**src/rtl/rxpat_pkg.sv**
```systemverilog
package rxpat_pkg;
  localparam int DW  = 32;
  localparam int NB  = DW / 8;
  localparam int NBW = $clog2(NB);
  localparam int CW  = 48;
  localparam int EW  = 8;

  // bytes a word contributes: full word unless a short tail is flagged
  function automatic logic [NBW:0] eff_bytes(input logic last, input logic [NBW:0] nb);
    if (last && nb != '0 && nb < (NBW+1)'(NB)) return nb;
    return (NBW+1)'(NB);
  endfunction

  // lanes that take part in comparison
  function automatic logic [NB-1:0] lane_mask(input logic [NBW:0] n);
    logic [NB-1:0] m;
    for (int i = 0; i < NB; i++) m[i] = ((NBW+1)'(i) < n);
    return m;
  endfunction

  // per-lane inequality
  function automatic logic [NB-1:0] lane_diff(input logic [DW-1:0] a, input logic [DW-1:0] b);
    logic [NB-1:0] d;
    for (int i = 0; i < NB; i++) d[i] = (a[8*i +: 8] != b[8*i +: 8]);
    return d;
  endfunction

  // index of the lowest set lane
  function automatic logic [NBW-1:0] low_lane(input logic [NB-1:0] m);
    logic [NBW-1:0] r;
    r = '0;
    for (int i = NB-1; i >= 0; i--) if (m[i]) r = NBW'(i);
    return r;
  endfunction
endpackage

```
**src/rtl/rxpat_cmp.sv**
```systemverilog
module rxpat_cmp import rxpat_pkg::*; #(
  parameter logic [DW-1:0] SEED = '0
) (
  input  logic          clk,
  input  logic          rst_n,
  input  logic          clr,
  input  logic          acc,
  input  logic          ver_en,
  input  logic [DW-1:0] word,
  input  logic [NBW:0]  nbytes,
  input  logic [CW-1:0] offset,
  output logic          fail,
  output logic [CW-1:0] fail_at,
  output logic [DW-1:0] fail_exp,
  output logic [DW-1:0] fail_got
);
  logic [DW-1:0] exp_q;
  logic [NB-1:0] bad;
  logic          mismatch_hit;
  logic          first_hit;

  assign bad          = lane_diff(word, exp_q) & lane_mask(nbytes);
  assign mismatch_hit = acc & ver_en & (|bad);
  assign first_hit    = mismatch_hit & ~fail;

  always_ff @(posedge clk or negedge rst_n) begin
    if (!rst_n) begin
      exp_q <= SEED; fail <= 1'b0; fail_at <= '0; fail_exp <= '0; fail_got <= '0;
    end else if (clr) begin
      exp_q <= SEED; fail <= 1'b0; fail_at <= '0; fail_exp <= '0; fail_got <= '0;
    end else begin
      if (acc) exp_q <= exp_q + DW'(1);
      if (first_hit) begin
        fail     <= 1'b1;
        fail_at  <= offset + CW'(low_lane(bad));
        fail_exp <= exp_q;
        fail_got <= word;
      end
    end
  end

  AST_FAIL_STICKY: assert property (@(posedge clk) disable iff (!rst_n)
    fail && !clr |=> fail);
  AST_CAPTURE_HOLD: assert property (@(posedge clk) disable iff (!rst_n)
    fail && !clr |=> $stable(fail_at) && $stable(fail_exp) && $stable(fail_got));
  AST_GATED_OFF: assert property (@(posedge clk) disable iff (!rst_n)
    !fail && !ver_en && !clr |=> !fail);
  AST_POS_IN_WORD: assert property (@(posedge clk) disable iff (!rst_n)
    first_hit && !clr |=> (fail_at >= $past(offset)) && (fail_at < $past(offset) + CW'(NB)));
endmodule

```
**src/rtl/rxpat_bytecnt.sv**
```systemverilog
module rxpat_bytecnt import rxpat_pkg::*; (
  input  logic          clk,
  input  logic          rst_n,
  input  logic          clr,
  input  logic          acc,
  input  logic [NBW:0]  inc,
  output logic [CW-1:0] cnt
);
  always_ff @(posedge clk or negedge rst_n) begin
    if (!rst_n)   cnt <= '0;
    else if (clr) cnt <= '0;
    else if (acc) cnt <= cnt + CW'(inc);
  end

  AST_CNT_STEP: assert property (@(posedge clk) disable iff (!rst_n)
    acc && !clr |=> ((cnt - $past(cnt)) >= CW'(1)) && ((cnt - $past(cnt)) <= CW'(NB)));
  AST_CNT_IDLE: assert property (@(posedge clk) disable iff (!rst_n)
    !acc && !clr |=> $stable(cnt));
endmodule

```
**src/rtl/rxpat_errlatch.sv**
```systemverilog
module rxpat_errlatch import rxpat_pkg::*; (
  input  logic          clk,
  input  logic          rst_n,
  input  logic [EW-1:0] code,
  input  logic          irq_clr,
  input  logic          rd,
  output logic          irq,
  output logic [EW-1:0] hold
);
  logic err_seen;
  logic take_code;

  assign err_seen  = (code != '0);
  assign take_code = err_seen & (hold == '0) & ~rd;

  always_ff @(posedge clk or negedge rst_n) begin
    if (!rst_n)         irq <= 1'b0;
    else if (err_seen)  irq <= 1'b1;
    else if (irq_clr)   irq <= 1'b0;
  end

  always_ff @(posedge clk or negedge rst_n) begin
    if (!rst_n)         hold <= '0;
    else if (rd)        hold <= '0;
    else if (take_code) hold <= code;
  end

  AST_IRQ_HOLD: assert property (@(posedge clk) disable iff (!rst_n)
    irq && !irq_clr |=> irq);
  AST_CODE_FROZEN: assert property (@(posedge clk) disable iff (!rst_n)
    (hold != '0) && !rd |=> $stable(hold));
endmodule

```
**src/rtl/rxpat_lat_tmr.sv**
```systemverilog
module rxpat_lat_tmr #(
  parameter int TMR_W = 16
) (
  input  logic             clk,
  input  logic             rst_n,
  input  logic             clr,
  input  logic             acc,
  output logic [TMR_W-1:0] cnt
);
  localparam logic [TMR_W-1:0] TOP = {TMR_W{1'b1}};
  logic armed;

  always_ff @(posedge clk or negedge rst_n) begin
    if (!rst_n) begin
      cnt <= '0; armed <= 1'b0;
    end else if (clr) begin
      cnt <= '0; armed <= 1'b1;
    end else if (armed) begin
      if (acc)             armed <= 1'b0;
      else if (cnt != TOP) cnt <= cnt + TMR_W'(1);
    end
  end

  AST_TMR_SAT: assert property (@(posedge clk) disable iff (!rst_n)
    (cnt == TOP) && !clr |=> (cnt == TOP));
  AST_TMR_FROZEN: assert property (@(posedge clk) disable iff (!rst_n)
    !armed && !clr |=> $stable(cnt));
endmodule

```
**src/rtl/rxpat_verify.sv**
```systemverilog
module rxpat_verify import rxpat_pkg::*; #(
  parameter logic [DW-1:0] SEED  = '0,
  parameter int            TMR_W = 16
) (
  input  logic             clk,
  input  logic             rst_n,
  input  logic             rx_vld,
  input  logic [DW-1:0]    rx_word,
  input  logic             rx_end,
  input  logic [NBW:0]     rx_nbytes,
  input  logic             ver_en,
  input  logic             stat_clr,
  input  logic [EW-1:0]    up_err,
  input  logic             irq_clr,
  input  logic             errcode_rd,
  output logic             chk_fail,
  output logic [CW-1:0]    fail_at,
  output logic [DW-1:0]    fail_exp,
  output logic [DW-1:0]    fail_got,
  output logic [CW-1:0]    byte_total,
  output logic             rx_irq,
  output logic [EW-1:0]    errcode_hold,
  output logic [TMR_W-1:0] lat_cycles
);
  logic         word_acc;
  logic [NBW:0] word_bytes;

  assign word_acc   = rx_vld & ~stat_clr;
  assign word_bytes = eff_bytes(rx_end, rx_nbytes);

  rxpat_cmp #(.SEED(SEED)) u_cmp (
    .clk(clk), .rst_n(rst_n), .clr(stat_clr), .acc(word_acc), .ver_en(ver_en),
    .word(rx_word), .nbytes(word_bytes), .offset(byte_total),
    .fail(chk_fail), .fail_at(fail_at), .fail_exp(fail_exp), .fail_got(fail_got)
  );

  rxpat_bytecnt u_cnt (
    .clk(clk), .rst_n(rst_n), .clr(stat_clr), .acc(word_acc),
    .inc(word_bytes), .cnt(byte_total)
  );

  rxpat_errlatch u_err (
    .clk(clk), .rst_n(rst_n), .code(up_err), .irq_clr(irq_clr),
    .rd(errcode_rd), .irq(rx_irq), .hold(errcode_hold)
  );

  rxpat_lat_tmr #(.TMR_W(TMR_W)) u_tmr (
    .clk(clk), .rst_n(rst_n), .clr(stat_clr), .acc(word_acc), .cnt(lat_cycles)
  );

  AST_CLR_WINS: assert property (@(posedge clk) disable iff (!rst_n)
    stat_clr |=> (byte_total == '0) && !chk_fail && (fail_at == '0));
endmodule

```
**config.mk**
```make
export PLATFORM = sky130hd
export DESIGN_NAME = rxpat_verify
export DESIGN_NICKNAME = d
export VERILOG_FILES = /design/src/rtl/rxpat_pkg.sv /design/src/rtl/rxpat_cmp.sv /design/src/rtl/rxpat_bytecnt.sv /design/src/rtl/rxpat_errlatch.sv /design/src/rtl/rxpat_lat_tmr.sv /design/src/rtl/rxpat_verify.sv
export SDC_FILE = /design/constraint.sdc
export NUM_CORES = 1
export LEC_CHECK = 0
export ABC_AREA = 1
export BUFFER_PORTS_ARGS = -buffer_cell sky130_fd_sc_hd__buf_2
export CAP_MARGIN = 25
export CORE_MARGIN = 8
export CORE_UTILIZATION = 47
export DETAILED_ROUTE_END_ITERATION = 10
export PLACE_DENSITY = 0.7
export SYNTH_ARGS = -nofsm -noshare
export SYNTH_HDL_FRONTEND = slang
export SYNTH_SLANG_ARGS = --single-unit
```
**constraint.sdc**
```tcl
create_clock -name clk -period 3.5 [get_ports clk]
set_clock_uncertainty 0.05 [all_clocks]
set_input_delay 0 -clock clk [delete_from_list [all_inputs] [get_ports clk]]
set_output_delay 0 -clock clk [all_outputs]
set_load 0.02 [all_outputs]
```
* Yosys cells after proc, flatten, opt, wreduce, memory -nomap -nowiden
Cells that the tools add are included.
** Cells by class
- $add $sub $neg :: 4
- Magnitude comparators :: 5
- Equality and inequality tests :: 6
- Mux-type cells :: 32
- Bitwise logic cells :: 10
- Reduce and logical (&&, ||, !) cells :: 13
** Operator list (count)
- $mux 32 :: 6
- $mux 48 :: 4
- $mux 16 :: 4
- $add 48x2->48 :: 1
- $add 48x3->48 :: 1
- $add 32x1->32 const B :: 1
- $ne 8x8->1 :: 4
- $add 16x1->16 const B :: 1
- $mux 8 :: 2
- $ne 16x16->1 const B :: 1
- $mux 2 :: 6
- $reduce_bool 2->1 :: 6
- $logic_not 8->1 :: 1
- $mux 1 :: 8
- $reduce_bool 8->1 :: 1
- $and 1x1->1 :: 6
- $lt 1x3->1 const A :: 2
- $lt 2x3->1 const A :: 2
- $mux 3 :: 2
- $and 4x4->4 :: 1
- $reduce_or 4->1 :: 1
- $lt 3x3->1 const B :: 1
- $not 1->1 :: 3
- $reduce_and 3->1 :: 1
- other kinds (3) :: 4
** Storage, ports and cells
- Register bits :: 219
- Logic and storage cells :: 80

* Depth between registers and ports, before layout
- Depth in word-level cells :: 16
- Mapped depth :: 23
- Depth with buffers taken out :: 22

* Cells and area by module
Synthesis repeated with hierarchy kept, for this count alone.
** Unflattened totals
- Cells, all modules :: 1880
- Area, all modules :: 13980.9 um2
** Modules (own cells, without submodules)
- rxpat_cmp :: instances 1, cells each 1169, area each 9093.7 um2
- rxpat_bytecnt :: instances 1, cells each 487, area each 3268.1 um2
- rxpat_lat_tmr :: instances 1, cells each 156, area each 1086.0 um2
- rxpat_errlatch :: instances 1, cells each 56, area each 488.0 um2
- rxpat_verify :: instances 1, cells each 12, area each 45.0 um2

* Worst setup path after synthesis
Ideal clock, no wire load.
- Kind :: register to register
- Start :: register u_cmp.exp_q[17]
- End :: register u_cmp.fail_at[34]
- Library setup time :: 0.118 ns
- Arrival :: 2.604 ns
- Setup slack :: 0.728 ns
- Stages on the path, launching flop included :: 21
- Path through :: dfrtp_1 > clkbuf_2 > xnor2_1 > nand2_1 > nor2_1 > nand2_1 > nand2_1 > nand3_1 > a21boi_0 > ha_1 > fa_1 > nand2_1 > inv_1 > nand2_1 > nor2_1 > nand3_1 > nor2_1 > nand2_1 > xor2_1 > nand3_1 > nand2_1
** Between the ends
- Word-level cells in the longest chain between the ends :: 10
** Ends and longest elaborated chain
- start, declared :: line rxpat_cmp.sv:17 : logic [DW-1:0] exp_q;
- start signal, assigned :: line rxpat_cmp.sv:32 : if (acc) exp_q <= exp_q + DW'(1);
- $ne 8x8->1 * :: line rxpat_pkg.sv:24 : for (int i = 0; i < NB; i++) d[i] = (a[8*i +: 8] != b[8*i +: 8]);
- $and 4x4->4 * :: line rxpat_cmp.sv:22 : assign bad = lane_diff(word, exp_q) & lane_mask(nbytes);
- $mux 2 (3 in a row) :: line rxpat_pkg.sv:32 : for (int i = NB-1; i >= 0; i--) if (m[i]) r = NBW'(i);
- $mux 2 :: line rxpat_cmp.sv:33 : if (first_hit) begin
- $mux 2 :: line rxpat_cmp.sv:29 : end else if (clr) begin
- $add 48x2->48 :: line rxpat_cmp.sv:35 : fail_at <= offset + CW'(low_lane(bad));
- $mux 48 :: line rxpat_cmp.sv:33
- $mux 48 :: line rxpat_cmp.sv:29
- end signal, assigned :: line rxpat_cmp.sv:35
- end, declared :: line rxpat_cmp.sv:13 : output logic [CW-1:0] fail_at,
Every way passes the cells marked *; elsewhere a longest branch is shown, timed or not. The select of a mux whose other input is x is not followed.
A chain may end at the register's enable or synchronous reset.

* Worst setup path in the final report
- Start :: register u_cmp.exp_q[3]
- End :: register u_cmp.fail_at[13]
** Between the ends
- Word-level cells in the longest chain between the ends :: 8
** Ends and longest elaborated chain (line)
- $ne 8x8->1 * :: rxpat_pkg.sv:24
- $and 4x4->4 * :: rxpat_cmp.sv:22
- $mux 2 :: rxpat_pkg.sv:32
- $mux 2 :: rxpat_cmp.sv:33
- $mux 2 :: rxpat_cmp.sv:29
- $add 48x2->48 :: rxpat_cmp.sv:35
- $mux 48 :: rxpat_cmp.sv:33
- $mux 48 :: rxpat_cmp.sv:29
Marked as above.

==> impl_metrics.ini <==
[global_routing]
grt_max_degree = 113
grt_pass1_wl_um = 66200
grt_pass1_vias = 11800
grt_usage = 0.268
grt.overflow.total = 0
antenna_found_initial = 0

[synthesis]
syn_area_mm2 = 0.0120
yosysWarnings = 0
post_synth.cell_area_avg_um2 = 7.59
seq_area_frac_synth = 0.458
ys_types = 43
synth-seq-cells = 219
synth.top_cells.by_area = dfrtp_1 (46%), nand2_1 (12%), nand3_1 (11%)
ys_async_sr_fraction = 1.00
synth_ff_type = dfrtp_1
synth_top_cell_by_area = dfrtp_1
yosys.area.top_type_share = 0.458
synthesis.nets = 1636
syn_inst = 1576
synth-edff-count = 0

[detailed_routing]
finalWirelength_um = 42400
drt-initial-drc-count = 1506
ant_nets = 0
vias = 12200
viasPerCell = 5.60
drc = 0
wl_per_cell_um = 19.4
first_pass_iters = 5

[timing]
fin_hold_ws_ns = 0.0456
clock.fmax_mhz = 310
fin_crit_sh = 0.922
worst_slack_ns = 0.273
hold_violations = 0
drv_slew = 0
period_needed_ns = 3.23
worst_pin_slew_ns = 0.891
finalSetupTns_ns = 0
slew_headroom = 0.406
setup-violations-final = 0
rsz0062_at_grt = true

[min_path]
min_path_type = input pin to flip-flop

[floorplanning]
core_mm2 = 0.0251
die-area_mm2 = 0.0308
die_w_um = 175
start_util = 0.476
die_h_um = 175
ios = 237
num_rows = 58

[critical_path]
cp-end-kind = flip-flop
worstPathArrival_ns = 3.58
worst_setup_path_start_kind = flip-flop
cp_cell_sequence = xor2_1, nor2_1, nand2_1, nor2_1, nand2_1, a21oi_1, ha_1, inv_1, nand2_1, nand2_1, nor2_1, nand2_2, nor2_1, xor2_1, nand3b_1, nand2_1
path_common_cell = nand2_1
max_stage_delay_ns = 0.44
path_class = flip-flop to flip-flop
required_ns = 3.85
crit_path_top_delay_cell = dfrtp_1
crit_fanout = 6

[power_and_ir_drop]
p_int_w = 0.00462
combPwrFrac = 0.113
clkPwrFrac = 0.458
p_per_area_mw_per_mm2 = 417
swShare = 0.254
power_frac_seq = 0.429
leakagePower_nw = 7.75
vdd_drop_max_mv = 0.357
power_w = 0.00619
p_sw_w = 0.00157

[clock_network]
cts_tree = done
cts.path.max_buffers = 3
clk_pin_slew_ns = 0.06
worstSkewPairLatency_ns = 0.52
numCtsBuffers = 24
root_buffer = clkbuf_16
post_cts_buffers = 0
cts.sinks = 219
htreeDepth = 1

[layout]
diodes = 0
final_common_cell = nand2_1
drive_above_1_share = 0.173
syn_to_final_growth_pct = 24.2
nFillCells = 2314
seqCellArea_mm2 = 0.00548
layout_common_cells = nand2_1 (368), nand3_1 (255), buf_2 (235)
nets = 1896
multi_input_area_mm2 = 0.00560

[run]
drv_cap = 0

[placement]
gp_congestion = 0.975
post-place-ws_ns = 0.275
hpwlAfterDp_um = 30400
port_buffers = 236

[run_status]
status = finished, final reports clean
critical path: cells and delay by family (launching register included):
family,cells,cell delay (ns)
AND/OR/NAND/NOR,11,1.60
XOR/XNOR,2,0.50
flip-flops,1,0.44
AO/OA/AOI/OAI,1,0.27
adder cells (fa/ha/maj),1,0.20
buffers and inverters,1,0.05
flip-flops by register name, summed over array words and instances (netlist names), 8 cells and up:
name            cells
u_cnt.cnt          48
u_cmp.fail_at      48
u_err.hold          8
u_cmp.fail_got     32
u_tmr.cnt          16
u_cmp.exp_q        32
u_cmp.fail_exp     32
cells by family after synthesis:
| group | count (synthesis) | synth area share |
|---|---|---|
| AO/OA/AOI/OAI | 153 | 0.0713 |
| XOR/XNOR | 55 | 0.0403 |
| adder cells (fa/ha/maj) | 9 | 0.0107 |
| buffers and inverters | 228 | 0.0767 |
| flip-flops | 219 | 0.458 |
| AND/OR/NAND/NOR | 912 | 0.343 |
repair_timing:
item                                    in CTS  in global routing
hold endpoints to repair                   160                  0
endpoints found under the setup margin       0                  7
hold buffers                                48                  0
resized for setup                            0                  7
cells in the mapped netlist, drive strengths merged, types with 6 or more instances:
cell	count
nand2	369
nand3	259
dfrtp	219
inv	157
nor2	148
a21oi	67
o21ai	54
nand4	51
nor3	48
buf	37
clkbuf	33
xor2	32
xnor2	23
nand3b	22
o21a	15
ha	7
nor4	7
nor3b	6
path summary, 6_finish.rpt:
check | startpoint | endpoint | slack, ns | cells after the start
worst max-delay path | u_cmp.exp_q[3] | u_cmp.fail_at[13] | 0.27 | 16
worst max register to register | u_cmp.exp_q[3] | u_cmp.fail_at[13] | 0.27 | 16
min in group asynchronous | rst_n | u_tmr.cnt[13] | 0.09 | 2
worst min-delay path | stat_clr | u_cnt.cnt[46] | 0.05 | 4
max in group asynchronous | rst_n | u_err.hold[0] | 2.41 | 3
worst min register to register | u_tmr.armed | u_tmr.armed | 0.42 | 2
final cells by class:
cell class,count,share of cell area
multi-input combinational,1129,0.377
sequential,219,0.369
timing repair buffer,304,0.126
clock buffer,32,0.0473
inverter,158,0.0401
tap,330,0.0278
clock inverter,12,0.0126
power groups by stage:
stage	Sequential, W	Combinational, W	Clock [W]
final	0.00265	0.000701	0.00284
after floorplan	0.00278	0.000273	0
after detailed placement	0.00270	0.000625	0
after global routing	0.00266	0.000769	0.00297
after CTS	0.00265	0.000700	0.00288
after global placement	0.00270	0.000621	0
through the flow:
stage | area, um^2 | util | instances
final | 14800 | 0.591 | 2184
after CTS | 14800 | 0.590 | 2184
after global routing | 14800 | 0.591 | 2184
after global placement | 13500 | 0.536 | 2092
after detailed placement | 13500 | 0.536 | 2092
after floorplan | 12000 | - | 1576
metal layers:
layer / track usage / vias up / wire (um)
met3: 0.0672 / 77 / 4130
li1: - / 5734 / -
met1: 0.378 / 5849 / 19100
met5: 0 / - / 0
met4: 0.0887 / 0 / 1320
met2: 0.396 / 560 / 17800
Power figures use the tool's default switching activity.
